<file path="src/rtl/gpt_pkg.sv">
package gpt_pkg;

    // register addresses (decoded by the register file)
    localparam int unsigned ADR_MODE = 0;
    localparam int unsigned ADR_CMP  = 1;
    localparam int unsigned ADR_SPARE = 2;
    localparam int unsigned ADR_CNT  = 3;
    localparam int unsigned ADR_EVT  = 4;

    // mode word bit positions
    localparam int unsigned MB_RUN     = 0;
    localparam int unsigned MB_SRC_LO  = 1;
    localparam int unsigned MB_RESTART = 3;
    localparam int unsigned MB_IEN     = 4;

    // event word bit position
    localparam int unsigned EB_MATCH = 1;

    typedef enum logic [1:0] {
        SRC_OFF = 2'b00,
        SRC_SYS = 2'b01,
        SRC_EXT = 2'b10,
        SRC_RSV = 2'b11
    } src_e;

endpackage

</file>
<file path="src/rtl/gpt_prescale.sv">
module gpt_prescale
    import gpt_pkg::*;
#(
    parameter int unsigned DIV_W = 8
) (
    input  logic             clk,
    input  logic             rst_n,
    input  logic             run,
    input  src_e             src_sel,
    input  logic             ext_tick,
    input  logic [DIV_W-1:0] div,
    output logic             tick
);

    typedef struct packed {
        logic [DIV_W-1:0] pre;
    } pre_state_t;

    pre_state_t st_d, st_q;
    logic       src_en;

    always_comb begin
        st_d   = st_q;
        src_en = 1'b0;
        unique case (src_sel)
            SRC_SYS: src_en = 1'b1;
            SRC_EXT: src_en = ext_tick;
            default: src_en = 1'b0;
        endcase
        tick = run && src_en && (st_q.pre == div);
        if (!run) begin
            st_d.pre = '0;
        end else if (src_en) begin
            st_d.pre = (st_q.pre == div) ? '0 : st_q.pre + 1'b1;
        end
    end

    always_ff @(posedge clk or negedge rst_n) begin
        if (!rst_n) st_q <= '0;
        else        st_q <= st_d;
    end

    AST_TICK_SPACING: assert property (@(posedge clk) disable iff (!rst_n)
        (tick && div != '0) |=> (!tick || div == '0));

    AST_NO_TICK_STOPPED: assert property (@(posedge clk) disable iff (!rst_n)
        (!run || src_sel == SRC_OFF || src_sel == SRC_RSV) |-> !tick);

endmodule

</file>
<file path="src/rtl/gpt_count.sv">
module gpt_count #(
    parameter int unsigned CNT_W = 16
) (
    input  logic             clk,
    input  logic             rst_n,
    input  logic             tick,
    input  logic             restart,
    input  logic [CNT_W-1:0] cmp_val,
    input  logic             stop_clr,
    input  logic             load,
    input  logic [CNT_W-1:0] load_val,
    input  logic             evt_clr,
    output logic [CNT_W-1:0] cnt,
    output logic             match_evt
);

    typedef struct packed {
        logic [CNT_W-1:0] cnt;
        logic             evt;
    } cnt_state_t;

    cnt_state_t st_d, st_q;
    logic       hit;

    always_comb begin
        st_d = st_q;
        hit  = tick && (st_q.cnt == cmp_val);
        if (load) begin
            st_d.cnt = load_val;
        end else if (stop_clr) begin
            st_d.cnt = '0;
        end else if (tick) begin
            st_d.cnt = (hit && restart) ? '0 : st_q.cnt + 1'b1;
        end
        if (hit)          st_d.evt = 1'b1;
        else if (evt_clr) st_d.evt = 1'b0;
    end

    always_ff @(posedge clk or negedge rst_n) begin
        if (!rst_n) st_q <= '0;
        else        st_q <= st_d;
    end

    assign cnt       = st_q.cnt;
    assign match_evt = st_q.evt;

    AST_EVT_ON_MATCH: assert property (@(posedge clk) disable iff (!rst_n)
        (tick && cnt == cmp_val) |=> match_evt);

    AST_RESTART_ZERO: assert property (@(posedge clk) disable iff (!rst_n)
        (tick && cnt == cmp_val && restart && !load && !stop_clr) |=> cnt == '0);

    AST_LOAD_VALUE: assert property (@(posedge clk) disable iff (!rst_n)
        load |=> cnt == $past(load_val));

    AST_W1C_CLEAR: assert property (@(posedge clk) disable iff (!rst_n)
        (evt_clr && !(tick && cnt == cmp_val)) |=> !match_evt);

endmodule

</file>
<file path="src/rtl/gpt_regs.sv">
module gpt_regs
    import gpt_pkg::*;
#(
    parameter int unsigned CNT_W  = 16,
    parameter int unsigned ADDR_W = 3
) (
    input  logic              clk,
    input  logic              rst_n,
    input  logic              wr_en,
    input  logic [ADDR_W-1:0] addr,
    input  logic [CNT_W-1:0]  wr_data,
    input  logic [CNT_W-1:0]  cnt_val,
    input  logic              match_evt,
    output logic [CNT_W-1:0]  mode,
    output logic [CNT_W-1:0]  cmp_val,
    output logic [CNT_W-1:0]  rd_data,
    output logic              stop_clr,
    output logic              cnt_load,
    output logic              evt_clr
);

    typedef struct packed {
        logic [CNT_W-1:0] mode;
        logic [CNT_W-1:0] cmp;
        logic [CNT_W-1:0] spare;
    } reg_state_t;

    reg_state_t st_d, st_q;
    logic       sel_mode, sel_cmp, sel_spare, sel_cnt, sel_evt;

    always_comb begin
        sel_mode  = (addr == ADDR_W'(ADR_MODE));
        sel_cmp   = (addr == ADDR_W'(ADR_CMP));
        sel_spare = (addr == ADDR_W'(ADR_SPARE));
        sel_cnt   = (addr == ADDR_W'(ADR_CNT));
        sel_evt   = (addr == ADDR_W'(ADR_EVT));

        st_d = st_q;
        if (wr_en && sel_mode)  st_d.mode  = wr_data;
        if (wr_en && sel_cmp)   st_d.cmp   = wr_data;
        if (wr_en && sel_spare) st_d.spare = wr_data;

        stop_clr = wr_en && sel_mode && st_q.mode[MB_RUN] && !wr_data[MB_RUN];
        cnt_load = wr_en && sel_cnt;
        evt_clr  = wr_en && sel_evt && wr_data[EB_MATCH];

        rd_data = '0;
        if (sel_mode)  rd_data = st_q.mode;
        if (sel_cmp)   rd_data = st_q.cmp;
        if (sel_spare) rd_data = st_q.spare;
        if (sel_cnt)   rd_data = cnt_val;
        if (sel_evt)   rd_data[EB_MATCH] = match_evt;
    end

    always_ff @(posedge clk or negedge rst_n) begin
        if (!rst_n) st_q <= '0;
        else        st_q <= st_d;
    end

    assign mode    = st_q.mode;
    assign cmp_val = st_q.cmp;

    AST_UNMAPPED_INERT: assert property (@(posedge clk) disable iff (!rst_n)
        (wr_en && addr > ADDR_W'(ADR_EVT)) |=> ($stable(mode) && $stable(cmp_val)));

    AST_SPARE_HOLDS: assert property (@(posedge clk) disable iff (!rst_n)
        (wr_en && addr == ADDR_W'(ADR_SPARE)) |=> (st_q.spare == $past(wr_data)));

endmodule

</file>
<file path="src/rtl/gpt_top.sv">
module gpt_top
    import gpt_pkg::*;
#(
    parameter int unsigned CNT_W  = 16,
    parameter int unsigned DIV_W  = 8,
    parameter int unsigned ADDR_W = 3
) (
    input  logic              clk,
    input  logic              rst_n,
    input  logic              wr_en,
    input  logic [ADDR_W-1:0] addr,
    input  logic [CNT_W-1:0]  wr_data,
    input  logic              ext_tick,
    output logic [CNT_W-1:0]  rd_data,
    output logic              irq
);

    localparam int unsigned DIV_LO = CNT_W - DIV_W;

    logic [CNT_W-1:0] mode, cmp_val, cnt;
    logic             stop_clr, cnt_load, evt_clr, tick, match_evt;
    src_e             src_sel;

    assign src_sel = src_e'(mode[MB_SRC_LO +: 2]);

    gpt_regs #(.CNT_W(CNT_W), .ADDR_W(ADDR_W)) i_regs (
        .clk       (clk),
        .rst_n     (rst_n),
        .wr_en     (wr_en),
        .addr      (addr),
        .wr_data   (wr_data),
        .cnt_val   (cnt),
        .match_evt (match_evt),
        .mode      (mode),
        .cmp_val   (cmp_val),
        .rd_data   (rd_data),
        .stop_clr  (stop_clr),
        .cnt_load  (cnt_load),
        .evt_clr   (evt_clr)
    );

    gpt_prescale #(.DIV_W(DIV_W)) i_pre (
        .clk      (clk),
        .rst_n    (rst_n),
        .run      (mode[MB_RUN]),
        .src_sel  (src_sel),
        .ext_tick (ext_tick),
        .div      (mode[DIV_LO +: DIV_W]),
        .tick     (tick)
    );

    gpt_count #(.CNT_W(CNT_W)) i_cnt (
        .clk       (clk),
        .rst_n     (rst_n),
        .tick      (tick),
        .restart   (mode[MB_RESTART]),
        .cmp_val   (cmp_val),
        .stop_clr  (stop_clr),
        .load      (cnt_load),
        .load_val  (wr_data),
        .evt_clr   (evt_clr),
        .cnt       (cnt),
        .match_evt (match_evt)
    );

    assign irq = mode[MB_IEN] && match_evt;

    AST_STOPPED_HOLDS: assert property (@(posedge clk) disable iff (!rst_n)
        (!mode[MB_RUN] && !cnt_load && !stop_clr) |=> $stable(cnt));

    AST_STOP_CLEARS: assert property (@(posedge clk) disable iff (!rst_n)
        (stop_clr && !cnt_load) |=> cnt == '0);

endmodule

</file>
<file path="config.mk">
export PLATFORM = sky130hd
export DESIGN_NAME = gpt_top
export DESIGN_NICKNAME = d
export VERILOG_FILES = /design/src/rtl/gpt_pkg.sv /design/src/rtl/gpt_prescale.sv /design/src/rtl/gpt_count.sv /design/src/rtl/gpt_regs.sv /design/src/rtl/gpt_top.sv
export SDC_FILE = /design/constraint.sdc
export NUM_CORES = 1
export LEC_CHECK = 0
export ABC_AREA = 1
export BUFFER_PORTS_ARGS = -buffer_cell sky130_fd_sc_hd__buf_2
export CORE_MARGIN = 8
export CORE_UTILIZATION = 25
export DETAILED_ROUTE_END_ITERATION = 8
export SYNTH_ARGS = -nofsm -noshare
export SYNTH_HDL_FRONTEND = slang
export SYNTH_SLANG_ARGS = --single-unit
</file>
<file path="constraint.sdc">
create_clock -name clk -period 2.1 [get_ports clk]
set_input_delay 0.63 -clock clk [delete_from_list [all_inputs] [get_ports clk]]
set_output_delay 0.63 -clock clk [all_outputs]
set_load 0.02 [all_outputs]
</file>
---- Word-level counts from Yosys, hierarchy flattened ----
Cells that the tools add are included.
storage, ports and cells
  input port bits ......................... 23
  output and inout port bits .............. 17
  register bits after elaboration ......... 73
operators by class
  mux-type cells .......................... 15
  reduce and logical (&&, ||, !) cells .... 17
  add/sub/neg operators ................... 2
  equal/unequal tests ..................... 9
operators by type and width
  operator                 count
  $mux W16                 8
  $mux W8                  3
  $add A16 B1 Y16 const B  1
  $eq A16 B16 Y1           1
  $logic_and A1 B1 Y1      13
  $add A8 B1 Y8 const B    1
  $eq A8 B8 Y1             1
  $eq A3 B2 Y1 const B     2
  $eq A3 B1 Y1 const B     1
  $eq A3 B3 Y1 const B     1
  $logic_not A3 Y1         1
  $mux W1                  3
  $reduce_bool A3 Y1       1
  $eq A2 B1 Y1 const B     1
  $eq A2 B2 Y1 const B     1
  $ne A2 B1 Y1 const B     1
  $pmux W1 S2              1
  $reduce_bool A2 Y1       1
  $logic_not A1 Y1         1

---- Logic depth before layout (Yosys ltp) ----
  depth in word-level cells ............... 10
  mapped depth ............................ 11
  gate-level depth less buffers ........... 10

---- Modules after synthesis ----
From an unflattened synthesis, not the netlist that was laid out.
unflattened totals
  cell total of the unflattened synthesis .. 661
  area, all modules ....................... 4,810.9 um^2
modules (own cells, without submodules)
  module        times used  area an instance (um^2)  cells each  seq. area each (um^2)
  gpt_regs      1           2,605.0                  308         1,201.2
  gpt_count     1           1,507.7                  248         425.4
  gpt_prescale  1           690.7                    103         200.2
  gpt_top       1           7.5                      2           0.0

---- Worst setup path before layout ----
OpenSTA, ideal clock, no wires.
  kind .................................... input-to-output
  start ................................... in addr[2]
  end ..................................... out rd_data[0]
  arrival time ............................ 1.647 ns
  path slack .............................. -0.177 ns
  buffers on the path ..................... 1
  stages .................................. 6
  path through ............................ inv_1 -> nand2_2 -> nor2_4 -> clkinv_4 -> clkbuf_1 -> o21ai_0
on the way
  cells in the longest elaborated chain, start to end .. 5
  elaborated cells between the ends (all ways) .. 8
  those cells by class .................... eq/ne: 3; mux: 4; reduce/logical: 1
ends and longest elaborated chain
  item              RTL line        RTL
  from (decl)       gpt_top.sv:11   input logic [ADDR_W-1:0] addr,
  $logic_not A3 Y1  gpt_regs.sv:32  sel_mode = (addr == ADDR_W'(ADR_MODE));
  $mux W16          gpt_regs.sv:48  if (sel_mode) rd_data = st_q.mode;
  $mux W16          gpt_regs.sv:49  if (sel_cmp) rd_data = st_q.cmp;
  $mux W16          gpt_regs.sv:50  if (sel_spare) rd_data = st_q.spare;
  $mux W16 (*)      gpt_regs.sv:51  if (sel_cnt) rd_data = cnt_val;
  to (decl)         gpt_top.sv:14   output logic [CNT_W-1:0] rd_data,
Every way passes the cells marked *; elsewhere a longest branch is shown, timed or not.

---- Final worst setup path ----
  start ................................... in addr[0]
  end ..................................... out rd_data[11]
Same word-level chain as after synthesis.

==> results.sh <==
export IMPL_path_clk_slew_ns=0.06
export IMPL_root_buffer="clkbuf_16"
export IMPL_maxCapViolCount=0
export IMPL_wl_um=13000
export IMPL_setup_violations=16
export IMPL_min_period_over_period_pct=113
export IMPL_dp_hpwl_um=9030
export IMPL_place_inst=821
export IMPL_grt_max_degree=74
export IMPL_outcome="finished, violations left"
export IMPL_initial_core_util_pct=25.2
export IMPL_die_y_um=147
export IMPL_fill_cells=1783
export IMPL_clock_latency_ns=0.34
export IMPL_finClkSkew_ns=0.00800
export IMPL_critPathArrivalTime_ns=1.74
export IMPL_pre_cts_slack_ns=-0.333
export IMPL_tightestPinTransition_ns=0.441
export IMPL_wl_per_cell_um=15.5
export IMPL_max_freq_ghz=0.422
export IMPL_leakage_uw=0.00269
export IMPL_worst_setup_path_end_kind="output pin"
export IMPL_critPathKind="in -> out"
export IMPL_h_tree_depth=3
export IMPL_overflow=0
export IMPL_first_pass_iters=5
export IMPL_final_common_cell="nand2_1"
export IMPL_ir_drop_mv=0.390
export IMPL_syn_inst=558
export IMPL_wl_met1_um=6280
export IMPL_initialDrtViolationCount=273
export IMPL_track_usage_pct=12.3
export IMPL_failed_checks="negative setup slack"
export IMPL_met2_length_um=5870
export IMPL_grt_pass1_wl_um=21200
export IMPL_p_per_area_nw_per_um2=1010
export IMPL_nets=641
export IMPL_hold_class="in -> async"
export IMPL_instances_no_fill=843
export IMPL_vias=3823
export IMPL_final_cell_mix="nand2_1, dfrtp_1, inv_1"
export IMPL_postCtsHoldBufs=0
export IMPL_syn_num_nets=585
export IMPL_met3WireLength_um=742
export IMPL_post_synth_num_cell_types=36
export IMPL_clock_sinks=73
export IMPL_hold_slack_ns=0.285
export IMPL_grt_pass1_vias=3958
export IMPL_boundaryPins=40
export IMPL_relSlewSlack_pct=70.6
export IMPL_avgViaCountPerCell=4.53
export IMPL_port_buffer_count=39
export IMPL_avgSynthCellArea_um2=7.74
export IMPL_yosysWarnings=0
export IMPL_die_x_um=147
export IMPL_routed_top_layer="met4"
export IMPL_die_area_um2=21800
export IMPL_ant_nets=0
export IMPL_place_congestion=0.845
export IMPL_grt_setup_unrepaired="yes"
export IMPL_core_area_um2=17100
export IMPL_drc=0
export IMPL_syn_area_um2=4320
export IMPL_num_rows=48
export IMPL_final_core_util_pct=33.7
export IMPL_cts_tree="yes"
export IMPL_ys_ff_latch=73
export IMPL_power_total_uw=5850
export IMPL_cts_buffers=9
export IMPL_setup_slack_ns=-0.269
export IMPL_hold_viol=0
export IMPL_ys_seq_area_share_pct=42.3
export IMPL_drive_gt1_share_pct=25.7
export IMPL_worstPathRequired_ns=1.47
export IMPL_clockBufferDepth=2
export IMPL_drv_slew=0
export IMPL_path_max_fanout=5
export IMPL_area_growth_synth_to_final_pct=33.3
export IMPL_startpoint_type="input port"
export IMPL_antenna_cells=0
export IMPL_min_period_ns=2.37
export IMPL_antenna_found_initial=0
==> through the flow <==
| stage | TNS, ns | cell area (um^2) |
|---|---|---|
| final | -2.86 | 5760 |
| after global routing | -3.56 | 5760 |
| after CTS | -2.88 | 5670 |
| after detailed placement | -5.77 | 4970 |
| after global placement | -5.60 | 4970 |
| after floorplan | -0.0498 | 4390 |
==> layer usage <==
metal / up-vias / global-route usage [%]
li1: 1902 / -
met1: 1816 / 16.7
met2: 94 / 18.8
met3: 11 / 3.06
met4: 0 / 3.77
met5: - / 0
==> report_power, final <==
group | total [uW] | internal, uW | switching [uW]
logic | 2020 | 840 | 1180
clock network | 1660 | 1060 | 592
registers | 2170 | 1740 | 424
total | 5850 | 3650 | 2200
==> synth_stat cells (all sizes together) <==
library cell | n | area (um^2)
ha | 4 | 50.1
o221ai | 1 | 8.76
nor2 | 76 | 385
xnor2 | 16 | 140
clkbuf | 13 | 48.8
nor3 | 12 | 81.3
a21oi | 21 | 154
o21ai | 60 | 300
o2111ai | 4 | 35.0
a22oi | 3 | 22.5
dfrtp | 73 | 1830
inv | 71 | 269
nand2 | 133 | 526
clkinv | 1 | 8.76
o22ai | 9 | 56.3
o211ai | 1 | 7.51
nand3 | 31 | 160
nand4 | 1 | 6.26
a21o | 1 | 7.51
buf | 7 | 52.6
xor2 | 14 | 123
a221oi | 6 | 52.6
==> kinds of logic (layout without fill, tap and decap cells) <==
group | Yosys count | in the layout | synth area share [%]
fa+ha+maj | 4 | 4 | 1.16
simple gates | 253 | 253 | 26.8
xor+xnor | 30 | 30 | 6.08
buf+inv | 92 | 152 | 8.77
compound gates | 106 | 106 | 14.9
flops | 73 | 73 | 42.3
==> area by class of cell <==
cell class                      count  area (um^2)  area share [%]
Multi-Input combinational cell    393         2380            41.4
Sequential cell                    73         1830            31.7
Timing Repair Buffer               64          642            11.1
Inverter                           72          299            5.19
Tap cell                          225          282            4.89
Clock buffer                       10          239            4.15
Clock inverter                      5         80.1            1.39
Timing Repair inverter              1         8.76           0.152
==> registers in the layout, indices dropped and copies added, names as in the netlist <==
name and cells:
i_cnt.cnt 16, i_regs.cmp_val 16, i_regs.mode 16, i_regs.st_q 16
i_pre.st_q 8, i_cnt.match_evt 1
==> path summary, 6_finish.rpt <==
| check | from | to | slack, ns | cells after the start |
|---|---|---|---|---|
| min in group clk | i_regs.st_q[14]$_DFFE_PN0P_ | i_regs.st_q[14]$_DFFE_PN0P_ | 0.50 | 2 |
| worst min register to register | i_regs.st_q[14]$_DFFE_PN0P_ | i_regs.st_q[14]$_DFFE_PN0P_ | 0.50 | 2 |
| worst max-delay path | addr[0] | rd_data[11] | -0.27 | 9 |
| worst max register to register | i_regs.mode[1]$_DFFE_PN0N_ | i_cnt.cnt[1]$_DFFE_PN0P_ | 0.15 | 11 |
| worst min-delay path | rst_n | i_regs.st_q[1]$_DFFE_PN0P_ | 0.29 | 2 |
| max in group asynchronous | rst_n | i_pre.st_q[1]$_DFFE_PN0P_ | 1.44 | 2 |
==> critical path: stages <==
cell and delay, ns:
buf_12 0.09, inv_6 0.03, nor3_4 0.17, buf_6 0.15
clkinvlp_4 0.19, nor2_2 0.16, a221oi_2 0.06, o21ai_2 0.11
buf_6 0.15
==> timing repair <==
action	CTS	global route
setup buffers	3	2
gates cloned	2	1
endpoints found under the setup margin	16	23
resized for setup	73	19
pin swaps	10	10
No activity file was read; power rests on OpenSTA's default activity.
